==> config.mk <==
export PLATFORM = sky130hd
export DESIGN_NAME = cond_eval
export DESIGN_NICKNAME = d
export VERILOG_FILES = /design/src/rtl/cond_eval.sv
export SDC_FILE = /design/constraint.sdc
export NUM_CORES = 1
export LEC_CHECK = 0
export ABC_AREA = 1
export CORE_UTILIZATION = 30
export CTS_CLUSTER_DIAMETER = 60
export DETAILED_ROUTE_END_ITERATION = 8
export PLACE_DENSITY = 0.53
export RECOVER_POWER = 25
export SYNTH_ARGS = -nofsm -noshare
export SYNTH_HDL_FRONTEND = slang
export SYNTH_SLANG_ARGS = --single-unit
==> constraint.sdc <==
create_clock -name clk -period 3.9 [get_ports clk]
set_input_delay 0.78 -clock clk [delete_from_list [all_inputs] [get_ports clk]]
set_output_delay 0.78 -clock clk [all_outputs]
set_load 0.05 [all_outputs]
==> src/rtl/cond_eval.sv <==
module cond_eval #(
  parameter int XLEN    = 32,
  parameter int DISP_W  = 9,
  parameter int STEP    = 2,
  parameter bit REG_OUT = 1'b1
) (
  input  logic              clk,
  input  logic              rst_n,
  input  logic [3:0]        cond_sel,
  input  logic              flag_zero,
  input  logic              flag_sign,
  input  logic              flag_carry,
  input  logic              flag_ovf,
  input  logic              flag_sat,
  input  logic [XLEN-1:0]   cur_pc,
  input  logic [DISP_W-1:0] br_disp,
  output logic              cond_true,
  output logic [XLEN-1:0]   flag_word,
  output logic [XLEN-1:0]   target_pc,
  output logic [XLEN-1:0]   next_pc
);

  localparam int EXT_W = XLEN - DISP_W;

  logic            lt, le, hit;
  logic [XLEN-1:0] disp_x, tgt_c, seq_c, nxt_c, word_c;

  assign lt = flag_sign ^ flag_ovf;
  assign le = flag_zero | lt;

  always_comb begin
    unique case (cond_sel)
      4'd0:  hit = flag_ovf;
      4'd1:  hit = flag_carry;
      4'd2:  hit = flag_zero;
      4'd3:  hit = flag_carry | flag_zero;
      4'd4:  hit = flag_sign;
      4'd5:  hit = 1'b1;
      4'd6:  hit = lt;
      4'd7:  hit = le;
      4'd8:  hit = !flag_ovf;
      4'd9:  hit = !flag_carry;
      4'd10: hit = !flag_zero;
      4'd11: hit = !(flag_carry | flag_zero);
      4'd12: hit = !flag_sign;
      4'd13: hit = flag_sat;
      4'd14: hit = !lt;
      default: hit = !le;
    endcase
  end

  assign disp_x = {{EXT_W{br_disp[DISP_W-1]}}, br_disp};
  assign tgt_c  = cur_pc + disp_x;
  assign seq_c  = cur_pc + XLEN'(STEP);
  assign nxt_c  = hit ? tgt_c : seq_c;
  assign word_c = {{(XLEN-1){1'b0}}, hit};

  generate
    if (REG_OUT) begin : g_reg
      always_ff @(posedge clk) begin
        if (!rst_n) begin
          cond_true <= 1'b0;
          flag_word <= '0;
          target_pc <= '0;
          next_pc   <= '0;
        end else begin
          cond_true <= hit;
          flag_word <= word_c;
          target_pc <= tgt_c;
          next_pc   <= nxt_c;
        end
      end
    end else begin : g_comb
      assign cond_true = hit;
      assign flag_word = word_c;
      assign target_pc = tgt_c;
      assign next_pc   = nxt_c;
    end
  endgenerate

endmodule

==> flow_summary.json, run 1 <==
{
  "grt_antenna_before_repair": 0,
  "routed_wl_microns": 17270,
  "power_density_nw_per_um2": 398.3,
  "tightestPinTransition_ps": 1136,
  "combPwrFrac_pct": 43.7,
  "syn_avg_cell_area_sq_um": 6.337,
  "cts.reportedPaths.clkPinSlew_ps": 50,
  "drc": 0,
  "drive_gt1_share_pct": 4.641,
  "grt_pass1_vias": 4961,
  "synth_cells": 823,
  "setup_viol_count_final": 0,
  "die_area_sq_um": 17910,
  "vdd_drop_max_mv": 0.2432,
  "finalCriticalPeriod_ps": 3175,
  "htree_levels": 3,
  "timing.critical_path.slowest_stage_cell": "clkbuf_1",
  "vias": 5385,
  "drtIter0Drc": 397,
  "overflow": 0,
  "fin_setup_tns_ps": 0,
  "crit_arrival_ps": 3400,
  "slew_viol_final": 0,
  "cts_buffers": 9,
  "hold_viol_final": 0,
  "avgRoutedWirePerCell_microns": 14.79,
  "critical_path.endpoint_type": "register",
  "post-cts-setup-buffers": 0,
  "drt-met1-wl_microns": 8301,
  "start_util_pct": 31.12,
  "postCtsHoldBufs": 0,
  "finalNetCount": 1030,
  "routed_via_density": 4.610,
  "dr.pass1.iters": 5,
  "wl_met3_microns": 1112,
  "power_mw": 2.698,
  "grt_usage_pct": 19.77,
  "yosysSeqAreaShare_pct": 24.95,
  "cp_max_fo": 26,
  "crit_required_ps": 4130,
  "cts_num_sinks": 65,
  "cap_violations": 0,
  "cpPeakStageDelay_ps": 830,
  "gp_congestion": 0.8928,
  "rsz0062_at_grt": "no",
  "power.leakage_nw": 3.339,
  "internal_power_mw": 1.560,
  "synth_edf_count": 0,
  "synth-seq-cells": 65,
  "portBuffers": 117,
  "clockRootBuffer": "clkbuf_16",
  "syn_to_final_growth_pct": 29.89,
  "crit_type": "primary input to register",
  "synthDistinctLibCells": 40,
  "status": "finished, final reports clean",
  "cts_tree": "yes",
  "slew_headroom_pct": 24.25,
  "clkPwrFrac_pct": 27.5,
  "clk_path_buf_depth": 2,
  "cp_top_family": "buffers and inverters",
  "core_area_sq_um": 16760,
  "post_cts_resized": 0,
  "hp-class": "primary input to register",
  "io_pins": 149,
  "diodes": 0,
  "p_sw_share_pct": 42.18,
  "synthArstFlopShare_pct": 0,
  "grt_pass1_wl_microns": 26810,
  "critical_path.cell_chain": "dlygate4sd3_1 -> clkbuf_1 -> clkinv_1 -> clkbuf_2 -> a21oi_1",
  "cp_num_buf_inv": 4,
  "die_h_microns": 133.8,
  "p_seq_share_pct": 28.8,
  "detail-route-antenna-nets": 0,
  "top_layer": "met4",
  "startpoint_type": "primary input",
  "synthFlopType": "dfxtp_1",
  "grt_max_degree": 27,
  "dr_wl_met2_microns": 7587,
  "p_sw_mw": 1.138,
  "min_period_over_period_pct": 81.41,
  "clock.fmax_mhz": 315.0,
  "yosys_warnings": 0,
  "rows": 47,
  "fp.dieW_microns": 133.8,
  "dpl.hpwl_microns": 14380,
  "netlist_area_sq_um": 5215
}
[layout by cell type (no fill, tap or decap), drive strengths merged, types with 3 or more instances in the layout]
cell type | netlist | routed
nand3b | 5 | 5
clkdlybuf4s50 | 0 | 88
or2 | 3 | 3
dlygate4sd3 | 0 | 29
nand4 | 17 | 17
clkinv | 1 | 3
nor2 | 105 | 105
a21oi | 53 | 53
ha | 32 | 32
o21ai | 29 | 29
dfxtp | 65 | 65
inv | 101 | 101
xor2 | 29 | 29
xnor2 | 12 | 12
nor4 | 3 | 3
buf | 37 | 3
nor3 | 10 | 10
conb | 1 | 31
o21bai | 3 | 3
clkbuf | 4 | 13
nand3 | 45 | 45
nand2 | 252 | 252
and2 | 8 | 8
[tightest hold or removal path: stages]
cell and delay (ps):
clkdlybuf4s50_1 440, nor2_1 110, a21oi_1 40
[Yosys cell counts (8+ instances only)]
library cell | count | area share, %
nand2_1 | 250 | 18
nor2_1 | 98 | 7.1
inv_1 | 97 | 7.0
dfxtp_1 | 65 | 25
a21oi_1 | 53 | 5.1
nand3_1 | 38 | 3.6
buf_4 | 33 | 4.8
ha_1 | 32 | 7.7
xor2_1 | 29 | 4.9
o21ai_0 | 22 | 2.1
nand4_1 | 16 | 1.9
xnor2_1 | 12 | 2.0
nor3_1 | 9 | 0.86
and2_1 | 8 | 0.96
[flip-flops by register name (all words and copies together) (netlist names)]
register and cells:
flag_word 1, next_pc 32, target_pc 32
[layout make-up]
| class | instances | area (sq um) |
|---|---|---|
| Timing Repair Buffer | 122 | 1202 |
| Clock buffer | 11 | 252.7 |
| Inverter | 102 | 382.9 |
| Clock inverter | 3 | 17.52 |
| Sequential cell | 65 | 1301 |
| Multi-Input combinational cell | 645 | 3342 |
| Fill cell | 1836 | 9986 |
| Tap cell | 220 | 275.3 |
[per-stage QoR]
| step | hold slack (ps) | utilization, % | cell area, sq um | cells | setup slack (ps) |
|---|---|---|---|---|---|
| 6_report | 1082 | 40.42 | 6774 | 1168 | 725.1 |
| 5_1_grt | 1095 | 40.42 | 6774 | 1168 | 600.2 |
| 4_1_cts | 1068 | 40.46 | 6780 | 1168 | 1120 |
| 3_5_place_dp | 1423 | 38.84 | 6510 | 1154 | 769.1 |
| 3_3_place_gp | 1416 | 38.84 | 6510 | 1154 | 768.1 |
| 2_1_floorplan | 897.1 | - | 5328 | 853 | 1593 |
[per-layer routing]
layer,vias to the layer above,GRT usage (%)
li1,2800,-
met1,2379,27.89
met2,190,30.63
met3,16,3.515
met4,0,5.556
met5,-,0
[power groups by stage]
stage | Sequential (mW) | Clock (mW) | Combinational (mW)
after global routing | 0.785 | 0.797 | 1.26
after floorplan | 1.11 | 0 | 0.500
final | 0.777 | 0.743 | 1.18
after CTS | 0.781 | 0.762 | 1.19
after global placement | 0.794 | 0 | 1.19
after detailed placement | 0.795 | 0 | 1.18
[cell families (layout without fill, tap and decap cells)]
logic type      Yosys count  count (layout)  share of synthesized area [%]
simple gates            449             449                          37.79
compound gates           91              91                          9.117
flops                    65              65                          24.95
other cells               1              31                        0.07191
xor+xnor                 41              41                          6.886
fa+ha+maj                33              33                          8.061
buf+inv                 143             238                          13.12
[worst paths after layout]
kind                  cells past startpoint  startpoint            end
worst min-delay path                      3   cur_pc[0]     next_pc[0]
worst max-delay path                      5       rst_n  target_pc[18]
No activity file was read; power rests on OpenSTA's default activity.
==> inputs of run 2 (changes only) <==
==> constraint.sdc (replaced) <==
create_clock -name clk -period 3.2 [get_ports clk]
set_input_delay 0.64 -clock clk [delete_from_list [all_inputs] [get_ports clk]]
set_output_delay 0.64 -clock clk [all_outputs]
set_load 0.05 [all_outputs]
==> flow_summary.json, run 2 (synthesized netlist as in run 1, its figures left out) <==
{
  "die_h_microns": 133.8,
  "largest_registers": "next_pc: 32 flops, target_pc: 32 flops, flag_word: 1 flops",
  "dp_slack_ps": 209.7,
  "fin_setup_tns_ps": 0,
  "post-cts-setup-buffers": 0,
  "slew_headroom_pct": 39.49,
  "finalWorstSetupSlack_ps": 429.2,
  "cap_violations": 0,
  "status": "finished, final reports clean",
  "vdd_drop_max_mv": 0.3143,
  "power.leakage_nw": 3.435,
  "finalNonFillerCells": 1182,
  "final_cell_mix": "nand2_1, nor2_1, inv_1",
  "cts_tree": "yes",
  "htree_levels": 3,
  "nFillCells": 1837,
  "placed_cell_area_sq_um": 6613,
  "dr.pass1.iters": 4,
  "cp_top_family": "simple AND/OR/NAND/NOR gates",
  "critical_path.cell_chain": "dlygate4sd3_1 -> ha_1 -> fa_1 -> nand3_1 -> nand2_1 -> nand3_1 -> nand2_1 -> nand2_1 -> nand2_1 -> nand2_1 -> nand2_1 -> nand2_1 -> nand2_1 -> nand2_1 -> nand2_1",
  "postCtsHoldBufs": 0,
  "critical_path.endpoint_type": "register",
  "routed_wl_microns": 17530,
  "dpl.hpwl_microns": 14570,
  "setup_viol_count_final": 0,
  "detail-route-antenna-nets": 0,
  "layout_commonest_cell": "nand2_1",
  "cp_max_fo": 4,
  "startpoint": "cur_pc[0]",
  "clockRootBuffer": "clkbuf_16",
  "routed_via_density": 4.559,
  "finalNetCount": 1042,
  "stdcell_area_sq_um": 6950,
  "tightestPinTransition_ps": 904.3,
  "grt_pass1_wl_microns": 27390,
  "cts_num_sinks": 65,
  "cts_buffers": 9,
  "crit_type": "primary input to register",
  "min_period_over_period_pct": 86.59,
  "worstHoldStart": "rst_n",
  "drtIter0Drc": 310,
  "io_pins": 149,
  "cts.reportedPaths.clkPinSlew_ps": 50,
  "slew_viol_final": 0,
  "grt_pass1_vias": 5075,
  "clock.fmax_mhz": 360.9,
  "cpPeakStageDelay_ps": 560,
  "overflow": 0,
  "grt_usage_pct": 20.28,
  "gp_congestion": 0.8950,
  "timing.critical_path.slowest_stage_cell": "dlygate4sd3_1",
  "power_density_nw_per_um2": 513.7,
  "startpoint_type": "primary input",
  "grt_antenna_before_repair": 0,
  "placed_cells": 1166,
  "crit_path_frequent_cell": "nand2_1",
  "die_area_sq_um": 17910,
  "rsz0062_at_grt": "no",
  "finalCriticalPeriod_ps": 2771,
  "drive_gt1_share_pct": 5.925,
  "diodes": 0,
  "crit_arrival_ps": 3000,
  "final_core_util_pct": 41.47,
  "grt_max_degree": 26,
  "post_cts_resized": 0,
  "rows": 47,
  "clk_path_buf_depth": 2,
  "fp.dieW_microns": 133.8,
  "cp_num_buf_inv": 1,
  "power_mw": 3.570,
  "drc": 0,
  "holdWs_ps": 891.6,
  "portBuffers": 117,
  "hp-class": "primary input to register",
  "vias": 5389,
  "start_util_pct": 31.12,
  "core_area_sq_um": 16760,
  "crit_required_ps": 3430,
  "avgRoutedWirePerCell_microns": 14.83,
  "hold_viol_final": 0,
  "syn_to_final_growth_pct": 33.28
}
## run 2: cell types whose count changed in the layout (fill, tap and decap cells not counted)
cell	change
nor2_4	-1
bufinv_16	+3
clkbuf_2	-1
buf_4	+13
buf_12	+1
nor2_1	+1
clkbuf_8	-1
clkinv_2	-1
## run 2: area by class of cell
| type | count | area (sq um) | area share, % |
|---|---|---|---|
| Clock buffer | 11 | 242.7 | 3.492 |
| Sequential cell | 65 | 1301 | 18.72 |
| Timing Repair Buffer | 134 | 1311 | 18.87 |
| Inverter | 102 | 382.9 | 5.509 |
| Clock inverter | 5 | 102.6 | 1.476 |
| Tap cell | 220 | 275.3 | 3.960 |
| Multi-Input combinational cell | 645 | 3334 | 47.97 |
## run 2: path summary, 6_finish.rpt
path            to  cells after the start
max    next_pc[22]                     15
min   target_pc[0]                      3
## run 2: routing by layer
metal  vias up  global-route usage [%]  wire [microns]
met4         0                   6.061             334
met3        21                   4.195             821
met2       152                   31.55            7571
met1      2390                   28.01            8804
li1       2826                       -               -
met5         -                       0               0
## run 2: report_power, final
| part | total [mW] | switching, mW | internal [mW] |
|---|---|---|---|
| registers | 0.947 | 0.0282 | 0.918 |
| logic | 1.46 | 1.01 | 0.446 |
| clock network | 1.17 | 0.386 | 0.781 |
==> inputs of run 3 (changes only) <==
--- a/config.mk
+++ b/config.mk
@@ -8,7 +8,9 @@
 export ABC_AREA = 1
 export CORE_UTILIZATION = 30
 export CTS_CLUSTER_DIAMETER = 60
+export CTS_CLUSTER_SIZE = 25
 export DETAILED_ROUTE_END_ITERATION = 8
+export HOLD_SLACK_MARGIN = 0.1
 export PLACE_DENSITY = 0.53
 export RECOVER_POWER = 25
 export SYNTH_ARGS = -nofsm -noshare
==> results of run 3 <==
The final DEF is identical to that of run 2; final timing and power are the same.
